`config.mk`:
```
export PLATFORM = sky130hd
export DESIGN_NAME = shift_pulse_gen
export DESIGN_NICKNAME = d
export VERILOG_FILES = /design/src/rtl/spg_pkg.sv /design/src/rtl/spg_rate_div.sv /design/src/rtl/spg_pulse_ctr.sv /design/src/rtl/shift_pulse_gen.sv
export SDC_FILE = /design/constraint.sdc
export NUM_CORES = 1
export LEC_CHECK = 0
export ABC_CLOCK_PERIOD_IN_PS = 2600
export BUFFER_PORTS_ARGS = -buffer_cell sky130_fd_sc_hd__buf_2
export CAP_MARGIN = 40
export CORE_MARGIN = 4
export CORE_UTILIZATION = 39
export CTS_CLUSTER_DIAMETER = 100
export DETAILED_ROUTE_END_ITERATION = 16
export SLEW_MARGIN = 20
export SYNTH_ARGS = -nofsm -noshare
export SYNTH_HDL_FRONTEND = slang
export SYNTH_HIERARCHICAL = 1
export SYNTH_SLANG_ARGS = --single-unit
```
`constraint.sdc`:
```
create_clock -name clk -period 2.6 [get_ports clk]
set_input_delay 0.52 -clock clk [delete_from_list [all_inputs] [get_ports clk]]
set_output_delay 0.52 -clock clk [all_outputs]
set_load 0.01 [all_outputs]
```
`src/rtl/spg_pkg.sv`:
```
package spg_pkg;
  localparam int DEV_W   = 2;
  localparam int RATIO_W = 3;
  localparam int CNT_W   = 6;

  // Divide ratio minus one for the selected rate.
  function automatic logic [RATIO_W-1:0] ratio_m1(input logic presc,
                                                  input logic [DEV_W-1:0] dev);
    logic [RATIO_W-1:0] r;
    if (!presc)            r = '0;
    else if (dev == 2'd0)  r = RATIO_W'(1);
    else if (dev == 2'd1)  r = RATIO_W'(3);
    else                   r = RATIO_W'(7);
    return r;
  endfunction

  // Pulses in one burst: 8 per device plus one.
  function automatic logic [CNT_W-1:0] pulse_total(input logic [DEV_W-1:0] dev);
    return CNT_W'(8 * (int'(dev) + 1) + 1);
  endfunction
endpackage

```
`src/rtl/spg_rate_div.sv`:
```
module spg_rate_div #(
  parameter int RATIO_W = spg_pkg::RATIO_W
) (
  input  logic               clk,
  input  logic               clr_n,
  input  logic               load,
  input  logic               run,
  input  logic [RATIO_W-1:0] ratio_m1,
  output logic               tick
);
  logic [RATIO_W-1:0] phase;
  logic               wrap;

  assign wrap = (phase == ratio_m1);
  assign tick = run && wrap;

  always_ff @(posedge clk or negedge clr_n) begin
    if (!clr_n)               phase <= '0;
    else if (load)            phase <= '0;
    else if (run && wrap)     phase <= '0;
    else if (run)             phase <= phase + 1'b1;
  end

  assert_pulse_single_R7: assert property (@(posedge clk) disable iff (!clr_n)
    (tick && ratio_m1 != '0) |=> !tick);
endmodule

```
`src/rtl/spg_pulse_ctr.sv`:
```
module spg_pulse_ctr #(
  parameter int CNT_W = spg_pkg::CNT_W
) (
  input  logic             clk,
  input  logic             clr_n,
  input  logic             load,
  input  logic [CNT_W-1:0] total,
  input  logic             tick,
  output logic             busy,
  output logic             last,
  output logic             done
);
  logic [CNT_W-1:0] remain;

  assign last = busy && tick && (remain == CNT_W'(1));

  always_ff @(posedge clk or negedge clr_n) begin
    if (!clr_n) begin
      remain <= '0;
      busy   <= 1'b0;
      done   <= 1'b0;
    end else begin
      done <= last;
      if (load) begin
        remain <= total;
        busy   <= 1'b1;
      end else if (busy && tick) begin
        remain <= remain - 1'b1;
        if (last) busy <= 1'b0;
      end
    end
  end

  assert_done_after_last_R8: assert property (@(posedge clk) disable iff (!clr_n)
    last |=> done);
  assert_done_single_R8: assert property (@(posedge clk) disable iff (!clr_n)
    done |=> !done);
endmodule

```
`src/rtl/shift_pulse_gen.sv`:
```
module shift_pulse_gen #(
  parameter int DEV_W   = spg_pkg::DEV_W,
  parameter int RATIO_W = spg_pkg::RATIO_W,
  parameter int CNT_W   = spg_pkg::CNT_W
) (
  input  logic             clk,
  input  logic             clr_n,
  input  logic             start,
  input  logic             presc_sel,
  input  logic [DEV_W-1:0] dev_cnt,
  output logic             shift_en,
  output logic             done
);
  logic               busy;
  logic               accept;
  logic               tick;
  logic               last;
  logic [RATIO_W-1:0] ratio_q;

  assign accept = start && !busy;

  always_ff @(posedge clk or negedge clr_n) begin
    if (!clr_n)      ratio_q <= '0;
    else if (accept) ratio_q <= spg_pkg::ratio_m1(presc_sel, dev_cnt);
  end

  spg_rate_div #(.RATIO_W(RATIO_W)) u_div (
    .clk(clk), .clr_n(clr_n), .load(accept), .run(busy),
    .ratio_m1(ratio_q), .tick(tick)
  );

  spg_pulse_ctr #(.CNT_W(CNT_W)) u_ctr (
    .clk(clk), .clr_n(clr_n), .load(accept),
    .total(spg_pkg::pulse_total(dev_cnt)), .tick(tick),
    .busy(busy), .last(last), .done(done)
  );

  assign shift_en = tick;

  assert_idle_quiet_R1: assert property (@(posedge clk) disable iff (!clr_n)
    !busy |-> !shift_en);
  assert_cfg_held_R9: assert property (@(posedge clk) disable iff (!clr_n)
    (busy && !last) |=> (busy && $stable(ratio_q)));
  assert_back_to_back_R2: assert property (@(posedge clk) disable iff (!clr_n)
    (tick && ratio_q == '0 && !last) |=> tick);
endmodule

```
**Word level (Yosys, flattened, before mapping)**

Cells that the tools add are included.

- Word-level logic and storage cells: 33
- Register bits: 14
- Input port bits: 6
- Output and inout bits: 2

- Reductions and logical operators: 10
- $add $sub $neg: 4
- Multiplexer cells: 11
- Eq/ne operators: 3

Operators by type and width:

| cell | number |
|---|---|
| $mux W3 | 6 |
| $mux W6 | 2 |
| $add A6 B1 Y6 const B | 1 |
| $eq A6 B1 Y1 const B | 1 |
| $sub A6 B1 Y6 const B | 1 |
| $logic_and A1 B1 Y1 | 4 |
| $reduce_bool A2 Y1 | 2 |
| $add A2 B1 Y3 const B | 1 |
| $add A3 B1 Y3 const B | 1 |
| $eq A3 B3 Y1 | 1 |
| $mux W1 | 3 |
| $reduce_bool A3 Y1 | 1 |
| $eq A2 B1 Y1 const B | 1 |
| $logic_not A2 Y1 | 1 |
| $reduce_and A2 Y1 | 1 |
| $logic_not A1 Y1 | 1 |

**Logic depth before layout (Yosys ltp)**

Gate-level depths: netlist of run 1.

- Word-level depth: 7
- Depth in mapped cells: 6
- Mapped depth without buffers: 6

**By module**

The synthesis of run 1 kept the hierarchy.

Modules (own cells, without submodules):

| module | times used | cells an instance | area each (um2) |
|---|---|---|---|
| spg_pulse_ctr | 1 | 42 | 429.2 |
| spg_rate_div | 1 | 22 | 236.5 |
| shift_pulse_gen | 1 | 17 | 193.9 |

**Worst setup path after synthesis of run 1**

Ideal clock, no wire load.

- Kind: register to register
- Start point: register u_div.phase[0]
- End point: register u_ctr.remain[3]
- Library setup time: 69 ps
- Arrival: 1815 ps
- Required time: 2531 ps
- Path slack: 716 ps
- Stages on the path, launching flop included: 7
- Period minus slack after synthesis: 1884 ps
- Cell sequence: dfrtp_1 xor2_1 nor2_2 and3_2 nand4bb_1 or4_2 nand3_1

- Word-level cells in the longest chain between the ends: 4

Ends and longest elaborated chain:

| what | RTL line | source |
|---|---|---|
| start, declared | spg_rate_div.sv:11 | `logic [RATIO_W-1:0] phase;` |
| start signal, assigned | spg_rate_div.sv:21 | `else if (run) phase <= phase + 1'b1;` |
| $eq A3 B3 Y1 | spg_rate_div.sv:14 | `assign wrap = (phase == ratio_m1);` |
| $logic_and A1 B1 Y1 | spg_rate_div.sv:15 | `assign tick = run && wrap;` |
| via shift_en | shift_pulse_gen.sv:11 | `output logic shift_en,` |
| $logic_and A1 B1 Y1 | spg_pulse_ctr.sv:27 | `end else if (busy && tick) begin` |
| $reduce_bool A2 Y1 (no line) | - |  |
| end signal, assigned | spg_pulse_ctr.sv:25 | `remain <= total;` |
| end signal, assigned | spg_pulse_ctr.sv:28 | `remain <= remain - 1'b1;` |
| end, declared | spg_pulse_ctr.sv:13 | `logic [CNT_W-1:0] remain;` |

The timed path passes the listed nets, and every way through them passes these cells.
A chain may end at the register's enable or synchronous reset.

**Worst setup path after layout of run 1**

- Start point: register u_div.phase[0]
- End point: output shift_en

- Word-level cells in the longest chain between the ends: 2

Ends and longest elaborated chain:

| what | RTL line |
|---|---|
| $eq A3 B3 Y1 | spg_rate_div.sv:14 |
| $logic_and A1 B1 Y1 | spg_rate_div.sv:15 |
| end, declared | shift_pulse_gen.sv:11 |

No other way between the ends.

==> flow_metrics.env, run 1 <==
export IMPL_peakVddDrop_mv=0.621
export IMPL_clock_sinks=14
export IMPL_synthXorXnorAreaFrac=0.0611
export IMPL_worstSetupStartpointType="register"
export IMPL_numPortBuffers=7
export IMPL_diodes=0
export IMPL_max_freq_ghz=0.483
export IMPL_clockBufferDepth=2
export IMPL_antenna_found_initial=0
export IMPL_critPathRequiredTime_ns=2.08
export IMPL_cts_resized=0
export IMPL_slew_violations=0
export IMPL_ios=8
export IMPL_synth_simple_area_share=0.204
export IMPL_die_x_um=54.9
export IMPL_ant_nets=0
export IMPL_grt_pass1_vias=593
export IMPL_gp_congestion=0.728
export IMPL_max_cap_violations=0
export IMPL_overflow=0
export IMPL_period_share=0.796
export IMPL_grt_max_degree=16
export IMPL_cts_hold_buf=0
export IMPL_viasPerCell=5.06
export IMPL_synth_compound_area_frac=0.154
export IMPL_critical_path_class="register to primary output"
export IMPL_finalWirelength_mm=1.48
export IMPL_powerDensity_nw_per_um2=1190
export IMPL_die_y_um=54.9
export IMPL_netSwitchingFraction=0.397
export IMPL_clockRootBuffer="clkbuf_4"
export IMPL_setup_viol=0
export IMPL_cts_clk_slew_worst_paths_ns=0.09
export IMPL_syn_area_um2=860
export IMPL_dpl_hpwl_mm=1.10
export IMPL_ys_ff_latch=14
export IMPL_p_switching_uw=452
export IMPL_async_reset_ff_frac=1.00
export IMPL_die_area_um2=3020
export IMPL_cts_tree="yes"
export IMPL_p_int_uw=685
export IMPL_synthCells=81
export IMPL_ys_flop_type="dfrtp_1"
export IMPL_synthMuxAreaShare=0.0291
export IMPL_pwr_share_clk=0.139
export IMPL_pwr_share_seq=0.388
export IMPL_grt_usage=0.126
export IMPL_end_kind="primary output"
export IMPL_pwr_share_comb=0.474
export IMPL_ys_seq_area_frac=0.408
export IMPL_drc=0
export IMPL_final_nets=104
export IMPL_initial_utilization=0.425
export IMPL_area_growth_pct=10.9
export IMPL_fin_crit_ns=2.07
export IMPL_ys_warn_count=6
export IMPL_tns_ns=0
export IMPL_synth_adder_area_share=0.0873
export IMPL_layout_drive_gt1_share=0.220
export IMPL_postCtsSetupBuffers=0
export IMPL_insertion_delay_ns=0.28
export IMPL_cts_inserted_buffers=3
export IMPL_rows=16
export IMPL_cp_max_fo=7
export IMPL_synth_distinct_cells=36
export IMPL_worst_endpoint_arrival_ns=1.55
export IMPL_leakagePower_uw=0.000450
export IMPL_synth_edf_count=0
export IMPL_outcome="complete, no violations"
export IMPL_drt_initial_drc_count=7
export IMPL_via_count=597
export IMPL_hold_path_class="primary input to async pin"
export IMPL_core_area_um2=2020
export IMPL_dp_cells=114
export IMPL_avgSynthCellArea_um2=10.6
export IMPL_h_tree_depth=1
export IMPL_final_cells=118
export IMPL_hold_viol=0
export IMPL_drtPass1Iterations=2
export IMPL_grt_pass1_wl_mm=2.59
export IMPL_synth_top_family_by_area="simple AND/OR/NAND/NOR gates"
export IMPL_skew_ns=0.00964
export IMPL_wl_per_cell_um=12.5
export IMPL_rsz0062_at_grt="false"
## power groups by stage
| stage | clock [uW] | sequential (uW) | combinational (uW) |
|---|---|---|---|
| 6_report | 157 | 441 | 538 |
| 5_1_grt | 175 | 464 | 613 |
| 4_1_cts | 168 | 442 | 546 |
| 3_5_place_dp | 0 | 445 | 544 |
| 3_3_place_gp | 0 | 441 | 535 |
| 2_1_floorplan | 0 | 405 | 475 |
## per-layer routing
metal / GRT usage / share of wire / vias up / routed length (um)
met2: 0.217 / 0.50 / 5 / 742
met3: 0.0563 / 0.034 / 2 / 50
met1: 0.140 / 0.45 / 284 / 668
met4: 0.0364 / 0.0088 / 0 / 13
met5: 0 / 0 / - / 0
li1: - / - / 306 / -
## worst max-delay path, cell delays in order, from the launching register on
cell and delay, ns:
dfrtp_1 0.44, xor2_1 0.18, nor2_2 0.20, and3_2 0.29, buf_2 0.16
## Yosys cell counts (2+ instances only)
master / count / area (um^2)
or4_1: 2 / 15.0
nand2_1: 5 / 18.8
inv_1: 7 / 26.3
conb_1: 2 / 7.51
xor2_1: 3 / 26.3
dfrtp_1: 14 / 350
xnor2_1: 3 / 26.3
nand4bb_1: 2 / 22.5
a21o_1: 2 / 15.0
a31oi_1: 2 / 12.5
nand3_1: 4 / 20.0
o21ai_0: 3 / 15.0
nand2b_1: 3 / 18.8
ha_1: 6 / 75.1
o211ai_1: 2 / 15.0
## kinds of logic after synthesis
family	count (synthesis)
AO/OA/AOI/OAI	17
adder cells (fa/ha/maj)	6
buffers and inverters	9
other	2
multiplexers	2
flip-flops	14
AND/OR/NAND/NOR	25
XOR/XNOR	6
## metrics by stage
| step | worst slack, ns | hold WS (ns) | instance area, um^2 | power, uW | utilization |
|---|---|---|---|---|---|
| floorplan | 0.716 | 0.224 | 863 | 880 | - |
| global placement | 0.673 | 0.437 | 917 | 976 | 0.454 |
| detailed placement | 0.585 | 0.438 | 917 | 988 | 0.454 |
| CTS | 0.509 | 0.114 | 953 | 1160 | 0.472 |
| global route | 0.427 | 0.122 | 953 | 1250 | 0.472 |
| finish | 0.530 | 0.114 | 953 | 1140 | 0.472 |
## cell type report
cell class              count  area [um^2]
multi-input cells          59          472
flip-flops and latches     14          350
repair buffers              7         35.0
inverters                   7         26.3
clock buffers               4         36.3
fillers                   203         1070
well taps                  27         33.8
## registers in the layout, indices dropped and copies added, names as in the netlist
register and count:
u_ctr/remain 6, ratio_q 3, u_div/phase 3, u_ctr/busy 1
u_ctr/done 1
## worst paths after layout
kind	startpoint	endpoint	slack (ns)	cells after the start
max	u_div/phase[0]	shift_en	0.53	4
min	clr_n	u_div/phase[0]	0.11	1
max reg2reg	u_div/phase[0]	u_ctr/remain[3]	0.56	6
min reg2reg	u_ctr/remain[5]	u_ctr/done	0.52	1
max in group asynchronous	clr_n	u_ctr/done	2.24	1
min in group clk	presc_sel	ratio_q[0]	0.47	2
## cell usage in the layout, fill, tap and decap left out, types with 2 or more instances in the layout
master,netlist,final
nand4bb_1,2,2
o211ai_1,2,2
a21o_1,2,2
a31oi_1,2,2
o21ai_0,3,3
xor2_1,3,3
nand2b_1,3,3
buf_2,0,7
nand3_1,4,4
or4_1,2,2
clkbuf_4,0,3
conb_1,2,3
inv_1,7,7
ha_1,6,6
xnor2_1,3,3
dfrtp_1,14,14
nand2_1,5,5
(Power assumes the default switching activity.)
==> run 2: changes to the inputs <==
- ABC_AREA: unset -> 1
- ABC_CLOCK_PERIOD_IN_PS: 2600 -> 1700
- clock period: 2.6 -> 1.7 ns (I/O delays scaled with it)
==> run 2 against run 1 <==
Against the previous run:
- design area up 3.0%
- sequential cell count is the same
- global-route usage shrank 1.2 points
- utilization grew 0.95 points
- combinational power up 43%
- clock power grew 13%
- cell count increased by 35%
- first-iteration DRC count increased by 100%
- count of clock-buffer cells in the layout fell by 1
- setup slack worse by 0.40 ns
- sequential power up 34%
- critical path type unchanged
==> flow_metrics.env, run 2 <==
export IMPL_cts_inserted_buffers=3
export IMPL_drt_initial_drc_count=14
export IMPL_largest_register_ffs=6
export IMPL_setup_viol=0
export IMPL_critPathRequiredTime_ns=1.36
export IMPL_synth_edf_count=0
export IMPL_async_reset_ff_frac=1.00
export IMPL_wl_per_cell_um=10.6
export IMPL_layout_commonest_cell="nand2_1"
export IMPL_hold_viol=0
export IMPL_powerDensity_nw_per_um2=1570
export IMPL_ys_seq_area_frac=0.399
export IMPL_synthCells=120
export IMPL_cpPeakStageDelay_ns=0.41
export IMPL_worst_endpoint_arrival_ns=1.23
export IMPL_cp_max_fo=4
export IMPL_max_cap_violations=0
export IMPL_drtPass1Iterations=4
export IMPL_peakVddDrop_mv=0.790
export IMPL_drc=0
export IMPL_worstSetupStartpointType="register"
export IMPL_top_regs="u_ctr/remain (6), ratio_q (3), u_div/phase (3)"
export IMPL_synth_top_family_by_area="simple AND/OR/NAND/NOR gates"
export IMPL_insertion_delay_ns=0.27
export IMPL_rows=16
export IMPL_critical_path_class="register to primary output"
export IMPL_ant_nets=0
export IMPL_antenna_found_initial=0
export IMPL_layout_drive_gt1_share=0.121
export IMPL_overflow=0
export IMPL_synth_distinct_cells=20
export IMPL_ys_ff_latch=14
export IMPL_area_growth_pct=12.0
export IMPL_viasPerCell=4.65
export IMPL_outcome="complete, no violations"
export IMPL_rsz0062_at_grt="false"
export IMPL_diodes=0
export IMPL_slew_violations=0
export IMPL_skew_ns=0.00526
export IMPL_final_nets=146
export IMPL_total_power_uw=1540
export IMPL_cts_tree="yes"
export IMPL_clockBufferDepth=2
export IMPL_worst_path_max_delay_cell="dfrtp_1"
export IMPL_post_route_util=0.481
export IMPL_max_freq_ghz=0.638
export IMPL_avgSynthCellArea_um2=7.31
export IMPL_die_x_um=55.4
export IMPL_grt_pass1_vias=691
export IMPL_clock_sinks=14
export IMPL_layout_common_cells="40 x nand2_1, 22 x inv_1, 14 x dfrtp_1"
export IMPL_synth_most_common_cell="nand2_1"
export IMPL_grt_pass1_wl_mm=2.82
export IMPL_die_area_um2=3070
export IMPL_ys_flop_type="dfrtp_1"
export IMPL_synth_simple_area_share=0.334
export IMPL_numPortBuffers=7
export IMPL_core_area_um2=2040
export IMPL_end_kind="primary output"
export IMPL_h_tree_depth=1
export IMPL_fin_crit_ns=1.57
export IMPL_clockRootBuffer="clkbuf_4"
export IMPL_ys_top_cells_by_count="40 x nand2_1, 22 x inv_1, 14 x dfrtp_1"
export IMPL_cts_clk_slew_worst_paths_ns=0.08
export IMPL_yosysTopAreaCell="dfrtp_1"
export IMPL_top_register="u_ctr/remain"
export IMPL_ios=8
export IMPL_synthXorXnorAreaFrac=0.0200
export IMPL_finalWirelength_mm=1.69
export IMPL_hold_path_class="primary input to register"
export IMPL_fill_cells=229
export IMPL_postCtsSetupBuffers=0
export IMPL_crit_chain="inv_1, nand2_1, nand2_1, nand4_1, inv_1, buf_2"
export IMPL_dpl_hpwl_mm=1.27
export IMPL_hold_slack_ns=0.297
export IMPL_leakagePower_uw=0.000559
export IMPL_via_count=740
export IMPL_grt_usage=0.114
export IMPL_synth_top_area_share=0.399
export IMPL_syn_area_um2=877
export IMPL_gp_congestion=0.764
export IMPL_tns_ns=0
export IMPL_grt_max_degree=15
export IMPL_synth_compound_area_frac=0.0542
export IMPL_period_share=0.922
export IMPL_synthMuxAreaShare=0
export IMPL_synth_adder_area_share=0.0856
export IMPL_synth_area_leaders="dfrtp_1 40%, nand2_1 17%, inv_1 9.4%"
export IMPL_ys_warn_count=6
export IMPL_place_area_um2=950
export IMPL_initial_utilization=0.430
export IMPL_die_y_um=55.4
export IMPL_fin_area_um2=982
-- run 2: changes by cell type in the layout (fill, tap and decap cells not counted), sizes merged, moves of 3 or more --
cell / previous run / this run
nand2: 5 / 42
inv: 7 / 23
nor2: 2 / 9
nand3: 4 / 9
nand2b: 4 / 0
nand4: 0 / 4
a21o: 3 / 0
or4: 3 / 0
-- run 2: kinds of logic (layout without fill, tap and decap cells) --
group | after synthesis | after routing
other | 2 | 3
AOI/OAI and AO/OA | 8 | 8
buffers and inverters | 23 | 34
and+or+nand+nor | 65 | 65
adders and majority gates | 6 | 6
xor gates and xnor gates | 2 | 2
DFF | 14 | 14
-- run 2: path summary, 6_finish.rpt --
path,start,endpoint,slack [ns],depth (start not counted)
worst max register to register,u_div/phase[0],u_ctr/remain[2],0.19,9
worst max-delay path,u_div/phase[0],shift_en,0.13,6
worst min-delay path,presc_sel,ratio_q[0],0.30,3
max in group asynchronous,clr_n,u_ctr/remain[2],0.97,2
min in group asynchronous,clr_n,u_div/phase[2],0.49,2
worst min register to register,ratio_q[2],ratio_q[2],0.53,2
-- run 2: worst max-delay path: cells and delay by family (launching register included) --
family        cells  cell delay [ns]
flops             1             0.41
buf+inv           3             0.31
simple gates      3             0.24
-- run 2: report_power, final --
part	total, uW	switching, uW	leakage (uW)	internal, uW
Clock	178	95.9	0.0000138	81.9
Sequential	592	118	0.000174	474
Combinational	770	476	0.000371	294
-- run 2: cell type report --
cell class / instances / area [um^2] / share of cell area
inverters: 23 / 86.3 / 0.0879
multi-input cells: 84 / 444 / 0.452
well taps: 27 / 33.8 / 0.0344
clock buffers: 3 / 22.5 / 0.0229
repair buffers: 8 / 45.0 / 0.0459
flip-flops and latches: 14 / 350 / 0.357
-- run 2: what timing repair did --
item | CTS | global route
gates resized for setup | 0 | 0
endpoints found under the hold margin | 14 | 0
hold buffers | 1 | 0
-- run 2: layer usage --
| metal | vias to the layer above | track usage | share of wire |
|---|---|---|---|
| met5 | - | 0 | 0 |
| met4 | 0 | 0.0521 | 0.0071 |
| met3 | 2 | 0.0233 | 0.023 |
| met2 | 5 | 0.201 | 0.50 |
| met1 | 340 | 0.131 | 0.47 |
| li1 | 393 | - | - |
-- run 2: per-stage QoR --
stage / worst slack (ns) / cells
floorplan: 0.344 / 121
global placement: 0.273 / 155
detailed placement: 0.205 / 155
CTS: 0.112 / 159
global route: 0.00951 / 159
finish: 0.133 / 159
